File: src/rtl/sg_dma_pkg.sv
package sg_dma_pkg;
  typedef enum logic [3:0] {
    S_IDLE, S_ARMED, S_FETCH_CHK, S_BACKOFF, S_FETCH0, S_FETCH1, S_CHUNK, S_BEAT, S_DRAIN
  } eng_state_e;

  localparam logic [1:0] DMA_IDLE  = 2'd0;
  localparam logic [1:0] DMA_START = 2'd1;
  localparam logic [1:0] DMA_XFER  = 2'd2;

  localparam int unsigned SECTOR_BYTES = 512;
  localparam int unsigned DESC_BYTES   = 8;
  localparam int unsigned WORD_BYTES   = 4;

  function automatic logic [1:0] dma_phase(eng_state_e s);
    case (s)
      S_IDLE:  return DMA_IDLE;
      S_ARMED: return DMA_START;
      default: return DMA_XFER;
    endcase
  endfunction
endpackage

File: src/rtl/sg_chunk_calc.sv
module sg_chunk_calc #(
  parameter int unsigned PAGE_BYTES = 4096,
  parameter int unsigned REG_W      = 17,
  localparam int unsigned PAGE_W    = $clog2(PAGE_BYTES)
) (
  input  logic [PAGE_W-1:0] addr_lo_i,
  input  logic [REG_W-1:0]  region_left_i,
  output logic [PAGE_W:0]   chunk_o
);
  logic [PAGE_W:0] to_page;
  logic            region_smaller;

  assign to_page        = (PAGE_W+1)'(PAGE_BYTES) - {1'b0, addr_lo_i};
  assign region_smaller = region_left_i < REG_W'(to_page);
  assign chunk_o        = region_smaller ? region_left_i[PAGE_W:0] : to_page;
endmodule

File: src/rtl/sg_backoff_timer.sv
module sg_backoff_timer #(
  parameter int unsigned CYC = 8,
  localparam int unsigned CNT_W = $clog2(CYC + 1)
) (
  input  logic clk_i,
  input  logic rst_ni,
  input  logic start_i,
  output logic expired_o
);
  logic [CNT_W-1:0] cnt_q;

  always_ff @(posedge clk_i or negedge rst_ni) begin
    if (!rst_ni)              cnt_q <= '0;
    else if (start_i)         cnt_q <= CNT_W'(CYC - 1);
    else if (cnt_q != '0)     cnt_q <= cnt_q - 1'b1;
  end

  assign expired_o = (cnt_q == '0);

  AST_BO_RELOAD: assert property (@(posedge clk_i) disable iff (!rst_ni)
    start_i |=> (cnt_q == CNT_W'(CYC - 1)));
endmodule

File: src/rtl/sg_sector_track.sv
module sg_sector_track #(
  parameter int unsigned LBA_W = 28,
  parameter int unsigned CMD_W = 18,
  parameter int unsigned SEC_BYTES = 512
) (
  input  logic             clk_i,
  input  logic             rst_ni,
  input  logic             load_i,
  input  logic [LBA_W-1:0] lba_i,
  input  logic [CMD_W-1:0] bytes_i,
  input  logic             step_i,
  output logic             sec_done_o,
  output logic [LBA_W-1:0] sec_lba_o,
  output logic [CMD_W-1:0] bytes_left_o
);
  logic [LBA_W-1:0] lba_q, sec_lba_q;
  logic [CMD_W-1:0] left_q;
  logic             done_q;

  always_ff @(posedge clk_i or negedge rst_ni) begin
    if (!rst_ni) begin
      lba_q <= '0; sec_lba_q <= '0; left_q <= '0; done_q <= 1'b0;
    end else if (load_i) begin
      lba_q <= lba_i; left_q <= bytes_i; done_q <= 1'b0;
    end else begin
      done_q <= step_i;
      if (step_i) begin
        sec_lba_q <= lba_q;
        lba_q     <= lba_q + 1'b1;
        left_q    <= left_q - CMD_W'(SEC_BYTES);
      end
    end
  end

  assign sec_done_o   = done_q;
  assign sec_lba_o    = sec_lba_q;
  assign bytes_left_o = left_q;

  AST_SEC_ADVANCE: assert property (@(posedge clk_i) disable iff (!rst_ni)
    (step_i && !load_i) |=> (lba_q == $past(lba_q) + 1'b1) && sec_done_o);
endmodule

File: src/rtl/sg_dma_engine.sv
module sg_dma_engine
  import sg_dma_pkg::*;
#(
  parameter int unsigned PAGE_BYTES  = 4096,
  parameter int unsigned BACKOFF_CYC = 8,
  parameter int unsigned CNT_W       = 16,
  parameter int unsigned LBA_W       = 28,
  parameter int unsigned CMD_W       = 18,
  localparam int unsigned PAGE_W     = $clog2(PAGE_BYTES),
  localparam int unsigned MAX_REGION = 2 ** CNT_W,
  localparam int unsigned REG_W      = CNT_W + 1,
  localparam int unsigned BUF_AW     = $clog2(MAX_REGION / WORD_BYTES),
  localparam int unsigned SEC_W      = $clog2(SECTOR_BYTES)
) (
  input  logic              clk_i,
  input  logic              rst_ni,
  input  logic              arm_i,
  input  logic              dir_to_mem_i,
  input  logic [LBA_W-1:0]  lba_i,
  input  logic [CMD_W-1:0]  cmd_bytes_i,
  input  logic              go_i,
  input  logic [31:0]       table_base_i,
  input  logic              abort_i,
  output logic              mem_req_o,
  output logic              mem_we_o,
  output logic [31:0]       mem_addr_o,
  output logic [31:0]       mem_wdata_o,
  output logic              mem_last_o,
  input  logic              mem_busy_i,
  input  logic              mem_ack_i,
  input  logic [31:0]       mem_rdata_i,
  output logic [BUF_AW-1:0] buf_addr_o,
  output logic              buf_we_o,
  output logic [31:0]       buf_wdata_o,
  input  logic [31:0]       buf_rdata_i,
  output logic              sec_done_o,
  output logic [LBA_W-1:0]  sec_lba_o,
  output logic [CMD_W-1:0]  bytes_left_o,
  output logic [1:0]        dma_state_o,
  output logic              done_o,
  output logic              err_o
);
  eng_state_e      state_q;
  logic [31:0]     ptr_q, addr_q, drain_addr_q;
  logic [REG_W-1:0] region_left_q, off_q;
  logic [PAGE_W:0] chunk_left_q, chunk_w;
  logic            dir_q, eot_q, drain_we_q, drain_last_q;
  logic            done_q, err_q;
  logic            bo_start, bo_expired, beat_ack, sec_step, chunk_end;
  logic [CNT_W-1:0] desc_cnt;

  sg_chunk_calc #(.PAGE_BYTES(PAGE_BYTES), .REG_W(REG_W)) u_chunk (
    .addr_lo_i(addr_q[PAGE_W-1:0]), .region_left_i(region_left_q), .chunk_o(chunk_w));

  sg_backoff_timer #(.CYC(BACKOFF_CYC)) u_backoff (
    .clk_i(clk_i), .rst_ni(rst_ni), .start_i(bo_start), .expired_o(bo_expired));

  sg_sector_track #(.LBA_W(LBA_W), .CMD_W(CMD_W), .SEC_BYTES(SECTOR_BYTES)) u_sector (
    .clk_i(clk_i), .rst_ni(rst_ni), .load_i(state_q == S_IDLE && arm_i),
    .lba_i(lba_i), .bytes_i(cmd_bytes_i), .step_i(sec_step),
    .sec_done_o(sec_done_o), .sec_lba_o(sec_lba_o), .bytes_left_o(bytes_left_o));

  assign bo_start  = (state_q == S_FETCH_CHK) && mem_busy_i && !abort_i;
  assign beat_ack  = (state_q == S_BEAT) && mem_ack_i;
  assign sec_step  = beat_ack && (off_q[SEC_W-1:0] == SEC_W'(SECTOR_BYTES - WORD_BYTES));
  assign chunk_end = (chunk_left_q == (PAGE_W+1)'(WORD_BYTES));
  assign desc_cnt  = mem_rdata_i[CNT_W-1:0];

  always_comb begin
    mem_req_o  = 1'b0;
    mem_we_o   = 1'b0;
    mem_addr_o = '0;
    mem_last_o = 1'b0;
    case (state_q)
      S_FETCH0: begin mem_req_o = 1'b1; mem_addr_o = ptr_q; end
      S_FETCH1: begin mem_req_o = 1'b1; mem_addr_o = ptr_q + 32'd4; mem_last_o = 1'b1; end
      S_BEAT:   begin mem_req_o = 1'b1; mem_addr_o = addr_q; mem_we_o = dir_q; mem_last_o = chunk_end; end
      S_DRAIN:  begin mem_req_o = 1'b1; mem_addr_o = drain_addr_q; mem_we_o = drain_we_q; mem_last_o = drain_last_q; end
      default: ;
    endcase
  end

  assign mem_wdata_o = buf_rdata_i;
  assign buf_addr_o  = off_q[BUF_AW+1:2];
  assign buf_we_o    = beat_ack && !dir_q;
  assign buf_wdata_o = mem_rdata_i;
  assign dma_state_o = dma_phase(state_q);
  assign done_o      = done_q;
  assign err_o       = err_q;

  always_ff @(posedge clk_i or negedge rst_ni) begin
    if (!rst_ni) begin
      state_q <= S_IDLE; ptr_q <= '0; addr_q <= '0; drain_addr_q <= '0;
      region_left_q <= '0; off_q <= '0; chunk_left_q <= '0;
      dir_q <= 1'b0; eot_q <= 1'b0; drain_we_q <= 1'b0; drain_last_q <= 1'b0;
      done_q <= 1'b0; err_q <= 1'b0;
    end else begin
      done_q <= 1'b0;
      err_q  <= 1'b0;
      case (state_q)
        S_IDLE: if (arm_i) begin
          state_q <= S_ARMED;
          dir_q   <= dir_to_mem_i;
        end
        S_ARMED: begin
          if (abort_i) begin
            state_q <= S_IDLE; err_q <= 1'b1;
          end else if (go_i) begin
            ptr_q   <= {table_base_i[31:2], 2'b00};
            state_q <= S_FETCH_CHK;
          end
        end
        S_FETCH_CHK: begin
          if (abort_i) begin state_q <= S_IDLE; err_q <= 1'b1; end
          else if (mem_busy_i) state_q <= S_BACKOFF;
          else state_q <= S_FETCH0;
        end
        S_BACKOFF: begin
          if (abort_i) begin state_q <= S_IDLE; err_q <= 1'b1; end
          else if (bo_expired) state_q <= S_FETCH_CHK;
        end
        S_FETCH0: begin
          if (mem_ack_i) begin
            addr_q <= {mem_rdata_i[31:2], 2'b00};
            if (abort_i) begin state_q <= S_IDLE; err_q <= 1'b1; end
            else state_q <= S_FETCH1;
          end else if (abort_i) begin
            drain_addr_q <= ptr_q; drain_we_q <= 1'b0; drain_last_q <= 1'b0;
            state_q <= S_DRAIN;
          end
        end
        S_FETCH1: begin
          if (mem_ack_i) begin
            region_left_q <= (desc_cnt == '0) ? REG_W'(MAX_REGION) : {1'b0, desc_cnt};
            eot_q <= mem_rdata_i[31];
            ptr_q <= ptr_q + 32'(DESC_BYTES);
            off_q <= '0;
            if (abort_i) begin state_q <= S_IDLE; err_q <= 1'b1; end
            else state_q <= S_CHUNK;
          end else if (abort_i) begin
            drain_addr_q <= ptr_q + 32'd4; drain_we_q <= 1'b0; drain_last_q <= 1'b1;
            state_q <= S_DRAIN;
          end
        end
        S_CHUNK: begin
          if (abort_i) begin state_q <= S_IDLE; err_q <= 1'b1; end
          else begin
            chunk_left_q <= chunk_w;
            state_q      <= S_BEAT;
          end
        end
        S_BEAT: begin
          if (mem_ack_i) begin
            addr_q        <= addr_q + 32'(WORD_BYTES);
            chunk_left_q  <= chunk_left_q - (PAGE_W+1)'(WORD_BYTES);
            region_left_q <= region_left_q - REG_W'(WORD_BYTES);
            off_q         <= off_q + REG_W'(WORD_BYTES);
            if (abort_i) begin
              state_q <= S_IDLE; err_q <= 1'b1;
            end else if (chunk_end) begin
              if (region_left_q == REG_W'(WORD_BYTES)) begin
                if (eot_q) begin state_q <= S_IDLE; done_q <= 1'b1; end
                else state_q <= S_FETCH_CHK;
              end else state_q <= S_CHUNK;
            end
          end else if (abort_i) begin
            drain_addr_q <= addr_q; drain_we_q <= dir_q; drain_last_q <= chunk_end;
            state_q <= S_DRAIN;
          end
        end
        S_DRAIN: if (mem_ack_i) begin
          state_q <= S_IDLE; err_q <= 1'b1;
        end
        default: state_q <= S_IDLE;
      endcase
    end
  end

  AST_GO_NEEDS_ARM: assert property (@(posedge clk_i) disable iff (!rst_ni)
    (dma_state_o == DMA_IDLE) |=> (dma_state_o != DMA_XFER));
  AST_DESC_ALIGN: assert property (@(posedge clk_i) disable iff (!rst_ni)
    (state_q == S_FETCH0) |-> (mem_addr_o[1:0] == 2'b00));
  AST_NO_PAGE_CROSS: assert property (@(posedge clk_i) disable iff (!rst_ni)
    (state_q == S_BEAT && !mem_last_o) |->
      (mem_addr_o[PAGE_W-1:0] != PAGE_W'(PAGE_BYTES - WORD_BYTES)));
  AST_DONE_ZERO_LEFT: assert property (@(posedge clk_i) disable iff (!rst_ni)
    done_o |-> (bytes_left_o == '0) && (dma_state_o == DMA_IDLE));
  AST_REQ_HOLD: assert property (@(posedge clk_i) disable iff (!rst_ni)
    (mem_req_o && !mem_ack_i) |=>
      mem_req_o && $stable(mem_addr_o) && $stable(mem_we_o) && $stable(mem_last_o));
  AST_DONE_ERR_EXCL: assert property (@(posedge clk_i) disable iff (!rst_ni)
    !(done_o && err_o));
  AST_ERR_QUIET: assert property (@(posedge clk_i) disable iff (!rst_ni)
    err_o |-> !mem_req_o);
endmodule

File: config.mk
export PLATFORM = sky130hd
export DESIGN_NAME = sg_dma_engine
export DESIGN_NICKNAME = d
export VERILOG_FILES = /design/src/rtl/sg_dma_pkg.sv /design/src/rtl/sg_chunk_calc.sv /design/src/rtl/sg_backoff_timer.sv /design/src/rtl/sg_sector_track.sv /design/src/rtl/sg_dma_engine.sv
export SDC_FILE = /design/constraint.sdc
export NUM_CORES = 1
export LEC_CHECK = 0
export BUFFER_PORTS_ARGS = -buffer_cell sky130_fd_sc_hd__clkbuf_2
export CAP_MARGIN = 30
export CORE_ASPECT_RATIO = 1.1
export CORE_UTILIZATION = 60
export DETAILED_ROUTE_END_ITERATION = 12
export PLACE_DENSITY_LB_ADDON = 0.15
export RECOVER_POWER = 25
export SETUP_SLACK_MARGIN = 0.15
export SYNTH_ARGS = -nofsm -noshare
export SYNTH_HDL_FRONTEND = slang
export SYNTH_SLANG_ARGS = --single-unit
File: constraint.sdc
create_clock -name clk_i -period 6.3 [get_ports clk_i]
set_clock_uncertainty 0.2 [all_clocks]
set_input_delay 1.575 -clock clk_i [delete_from_list [all_inputs] [get_ports clk_i]]
set_output_delay 1.575 -clock clk_i [all_outputs]
set_load 0.02 [all_outputs]
# Word-level counts from Yosys, hierarchy flattened
# Cells that the tools add are included.
[word_totals] input_bits=150 ram_bits=0 mem_count=0 elab_cells=171 latch_bits=0 rom_bits=0 out_inout_bits=165 reg_bits=232
[classes] n_reduce_logical=34 shift=0 n_bitwise=1 eq_ne=30 div_mod_pow=0 muxes=77 mul=0 magnitude_cmp=1 add_sub_neg=10
[ops] op="$mux 32" count=11
[ops] op="$pmux 32 s2" count=2
[ops] op="$pmux 32 s4" count=1
[ops] op="$pmux 32 s3" count=1
[ops] op="$mux 17" count=5
[ops] op="$pmux 17 s2" count=2
[ops] op="$add 32x3->32 const B" count=2
[ops] op="$mux 4" count=15
[ops] op="$mux 28" count=2
[ops] op="$mux 13" count=3
[ops] op="$mux 18" count=2
[ops] op="$pmux 4 s9" count=1
[ops] op="$add 32x4->32 const B" count=1
[ops] op="$ne 2x2->1 const B" count=15
[ops] op="$add 28x1->28 const B" count=1
[ops] op="$pmux 13 s2" count=1
[ops] op="$mux 1" count=19
[ops] op="$sub 18x10->18 const B" count=1
[ops] op="$add 17x3->17 const B" count=1
[ops] op="$eq 17x3->1 const B" count=1
[ops] op="$lt 17x13->1" count=1
[ops] op="$sub 17x3->17 const B" count=1
[ops] op="$eq 4x3->1 const B" count=4
[ops] op="$logic_not 16->1" count=1
[ops] op="other kinds (31)" count=59

# Longest topological paths before layout
[logic_depth] word_depth=6 depth_mapped=11 ltp_nobuf=10

# Modules after synthesis
# From an unflattened synthesis, not the netlist that was laid out.
[unflattened] hier_cells=1780 area_unflattened_um2=14986.9
[by_module_without_submodules] mod="sg_dma_engine" n_inst=1 seq_area_each_um2=3603.5 area_per_inst_um2=10649.0 cells_per_inst=1350
[by_module_without_submodules] mod="sg_sector_track" n_inst=1 seq_area_each_um2=1876.8 area_per_inst_um2=3459.6 cells_per_inst=324
[by_module_without_submodules] mod="sg_chunk_calc" n_inst=1 seq_area_each_um2=0.0 area_per_inst_um2=650.6 cells_per_inst=85
[by_module_without_submodules] mod="sg_backoff_timer" n_inst=1 seq_area_each_um2=100.1 area_per_inst_um2=227.7 cells_per_inst=21

# Least setup slack after synthesis
# OpenSTA, ideal clock, no wires.
[synth_timing] path_kind="input to output" startpoint="input port mem_ack_i" endpoint="output port buf_we_o" path_stages=4 setup_slack_ps=2131 n_path_buf=1 arrival_time_ps=2394 path_cell_list="and4b_1 nand2_1 clkbuf_1 nor2_1"
[synth_via] elab_chain_cells=2
[synth_lines] element="from (decl)" line_no="sg_dma_engine.sv:30" source="input logic mem_ack_i,"
[synth_lines] element="$logic_and 1x1->1" line_no="sg_dma_engine.sv:64" source="assign beat_ack = (state_q == S_BEAT) && mem_ack_i;"
[synth_lines] element="$logic_and 1x1->1" line_no="sg_dma_engine.sv:85" source="assign buf_we_o = beat_ack && !dir_q;"
[synth_lines] element="to (decl)" line_no="sg_dma_engine.sv:33" source="output logic buf_we_o,"
# Every way passes these cells.

# Worst setup path in the final report
[layout_timing] startpoint="register ptr_q[4]" endpoint="output port mem_addr_o[27]"
[layout_via] elab_chain_cells=2
[layout_lines] element="from (decl)" line_no="sg_dma_engine.sv:44" source="logic [31:0] ptr_q, addr_q, drain_addr_q;"
[layout_lines] element="from (signal assigned)" line_no="sg_dma_engine.sv:109" source="ptr_q <= {table_base_i[31:2], 2'b00};"
[layout_lines] element="from (signal assigned)" line_no="sg_dma_engine.sv:136" source="ptr_q <= ptr_q + 32'(DESC_BYTES);"
[layout_lines] element="$add 32x3->32" line_no="sg_dma_engine.sv:76" source="S_FETCH1: begin mem_req_o = 1'b1; mem_addr_o = ptr_q + 32'd4; mem_last_o = 1'b1; end"
[layout_lines] element="$pmux 32 s4" line_no="sg_dma_engine.sv:74" source="case (state_q)"
[layout_lines] element="to (decl)" line_no="sg_dma_engine.sv:26" source="output logic [31:0] mem_addr_o,"
# Every way passes these cells.

==> results.json <==
{
  "cts_root_buffer": "clkbuf_16",
  "synthFlopType": "dfrtp_1",
  "rows": 59,
  "pin_count": 315,
  "totalNegativeSetupSlack_ns": 0,
  "start_util": 0.616,
  "post-route-util": 0.684,
  "path_cells": "ha_1 > and4_1 > nand4_1 > nand3b_1 > o311ai_0 > clkbuf_2",
  "drc": 0,
  "syn_avg_cell_area_um2": 8.08,
  "cts_buffers": 25,
  "worstPathRequired_ns": 4.53,
  "fin_crit_sh": 0.860,
  "fin_crit_ns": 5.42,
  "antenna_found_initial": 1,
  "yosys.area.top_type": "dfrtp_1",
  "drive_gt1_frac": 0.177,
  "synth_warnings": 0,
  "outcome": "complete, but fails checks",
  "first_global_vias": 13600,
  "hold_path_class": "flip-flop to flip-flop",
  "worst_pin_slew_ns": 4.01,
  "die_x_um": 151,
  "grt_overflow": 0,
  "hold_buffers": 0,
  "dieArea_um2": 25100,
  "cts_resized": 0,
  "place_ws_ns": 1.48,
  "vias_per_cell": 6.61,
  "place_area_um2": 15500,
  "dr.max_layer_used": "met4",
  "routed_wl_um": 45100,
  "start_kind": "flip-flop",
  "clkLatencyLatePin_ns": 0.54,
  "diodes": 0,
  "fmax_mhz": 185,
  "worst_path_max_delay_cell": "o311ai_0",
  "end_kind": "output port",
  "path_clk_slew_ns": 0.06,
  "synthCells": 1817,
  "syn2layout_area_growth_pct": 11.2,
  "rsz0062_at_grt": "no",
  "critical_path_peak_fanout": 10,
  "ant_nets": 0,
  "cpPeakStageDelay_ns": 0.58,
  "grt_max_degree": 144,
  "synth_top_area_share": 0.382,
  "synth-seq-cells": 224,
  "clockBufferDepth": 3,
  "io_buffers": 248,
  "slew_viol_final": 232,
  "nets": 2090,
  "syn_area_um2": 14700,
  "syn_nets": 1992,
  "final_cell_area_um2": 16300,
  "setup_viol": 0,
  "synth_edf_count": 0,
  "yosys-top-cells-area": "dfrtp_1 (38%), nand2_1 (7.7%), o21ai_0 (4.9%), a21oi_1 (4.2%), buf_4 (3.4%)",
  "coreArea_um2": 23800,
  "drtIter0Drc": 1266,
  "htreeDepth": 1,
  "routedWlPerCell_um": 20.2,
  "fin_ws_ns": 0.882,
  "cap_viol_max_count": 4,
  "p_per_area_nw_per_um2": 435,
  "gp_congestion": 0.930,
  "wl_met1_um": 18100,
  "slew_headroom": -1.68,
  "ys_seq_area_frac": 0.382,
  "grt_pass1_wl_um": 71800,
  "ir_drop_uv": 278,
  "cts_sinks": 224,
  "grt_usage": 0.358,
  "p_total_mw": 7.11,
  "dp_hpwl_um": 31600,
  "cts_setup_buffers": 0,
  "cts_tree": "yes",
  "drt_pass1_iterations": 6,
  "cp_data_arrival_time_ns": 3.64,
  "num_vias": 14800,
  "path_class": "flip-flop to output port",
  "leakage_nw": 7.21,
  "synthDistinctLibCells": 75,
  "hold_viol_final": 0,
  "violations": "capacitance limit, slew limit",
  "wl_met3_um": 4100,
  "async_reset_ff_frac": 1.00,
  "chipHeight_um": 166,
  "met2_length_um": 21100
}
[area by class of cell]
class	count	area, um2
clock buffers	36	707
clock inverters	8	88.8
fillers	1997	7520
inverters	39	146
multi-input cells	1343	7870
flip-flops and latches	224	5610
well taps	305	382
repair buffers	282	1530
[worst max-delay path, delay by kind of cell, from the launching register on]
| family | cells | cell delay [ns] |
|---|---|---|
| and+or+nand+nor | 3 | 1.35 |
| AOI/OAI and AO/OA | 1 | 0.58 |
| DFF | 1 | 0.51 |
| adders and majority gates | 1 | 0.37 |
| buffers and inverters | 1 | 0.28 |
[kinds of logic (layout without fill, tap and decap cells)]
| family | Yosys count | after routing | share of synthesized area |
|---|---|---|---|
| simple gates | 730 | 730 | 0.240 |
| compound gates | 531 | 531 | 0.236 |
| buf+inv | 250 | 365 | 0.0841 |
| flops | 224 | 224 | 0.382 |
| xor+xnor | 33 | 33 | 0.0197 |
| fa+ha+maj | 25 | 25 | 0.0213 |
| mux | 24 | 24 | 0.0171 |
[through the flow]
| step | std cells | hold WS [ns] |
|---|---|---|
| 6_report | 2237 | 0.270 |
| 5_1_grt | 2237 | 0.296 |
| 4_1_cts | 2237 | 0.276 |
| 3_5_place_dp | 2193 | 0.261 |
| 3_3_place_gp | 2189 | 0.258 |
| 2_1_floorplan | 1817 | 0.244 |
[state kept, by name, summed over array words and instances, names as in the netlist, 4 cells and up]
register and cells:
u_sector.lba_q 28, u_sector.sec_lba_o 28, region_left_q 17, u_backoff.cnt_q 4, drain_addr_q 31, addr_q 30
off_q 14, u_sector.bytes_left_o 18, ptr_q 30, chunk_left_q 13, state_q 4
[layout by cell type, fill, tap and decap left out, types with 14 or more instances in the layout]
| master | count |
|---|---|
| a21oi_1 | 124 |
| a22oi_1 | 23 |
| clkbuf_2 | 244 |
| or3_1 | 18 |
| inv_1 | 38 |
| nand2_1 | 302 |
| dfrtp_1 | 224 |
| o31ai_1 | 14 |
| and3_1 | 20 |
| xnor2_1 | 19 |
| buf_4 | 27 |
| nor4_1 | 31 |
| nor2_1 | 100 |
| ha_1 | 25 |
| o211ai_1 | 24 |
| nand4_1 | 47 |
| o21ai_0 | 143 |
| a2bb2oi_1 | 23 |
| mux2i_1 | 15 |
| nor3_1 | 54 |
| xor2_1 | 14 |
| a221o_1 | 15 |
| a31oi_1 | 27 |
| clkbuf_16 | 25 |
| o22ai_1 | 25 |
| nand3_1 | 85 |
[metal layers]
layer	vias to the layer above	track usage
met5	-	0
met4	0	0.150
met3	147	0.0533
met2	799	0.564
met1	7021	0.490
li1	6815	-
[path summary, 6_finish.rpt]
path / startpoint / to / slack [ns] / cells after the start
max in group asynchronous: rst_ni / ptr_q[19]$_DFFE_PN0P_ / 1.25 / 1
min in group asynchronous: rst_ni / off_q[12]$_DFFE_PN0P_ / 2.35 / 1
min reg2reg: u_sector.sec_lba_o[18]$_DFFE_PN0P_ / u_sector.sec_lba_o[18]$_DFFE_PN0P_ / 0.27 / 2
max reg2reg: state_q[3]$_DFFE_PN0P_ / u_sector.lba_q[8]$_DFFE_PN0P_ / 1.69 / 6
min: u_sector.sec_lba_o[18]$_DFFE_PN0P_ / u_sector.sec_lba_o[18]$_DFFE_PN0P_ / 0.27 / 2
max: ptr_q[4]$_DFFE_PN0P_ / mem_addr_o[27] / 0.88 / 6
[cell usage after synthesis, types with 27 or more instances]
| library cell | number |
|---|---|
| buf_4 | 67 |
| nand4_1 | 47 |
| nor4_1 | 31 |
| nand3_1 | 85 |
| a31oi_1 | 27 |
| nor3_1 | 55 |
| inv_1 | 38 |
| nor2_1 | 100 |
| o21ai_0 | 143 |
| dfrtp_1 | 224 |
| nand2_1 | 302 |
| clkbuf_1 | 95 |
| a21oi_1 | 124 |
[where the power goes]
part / switching, mW / internal [mW]
combinational: 1.66 / 1.12
sequential: 0.899 / 1.98
clock: 0.619 / 0.825
Note: power is estimated with default switching activity, not from simulation.
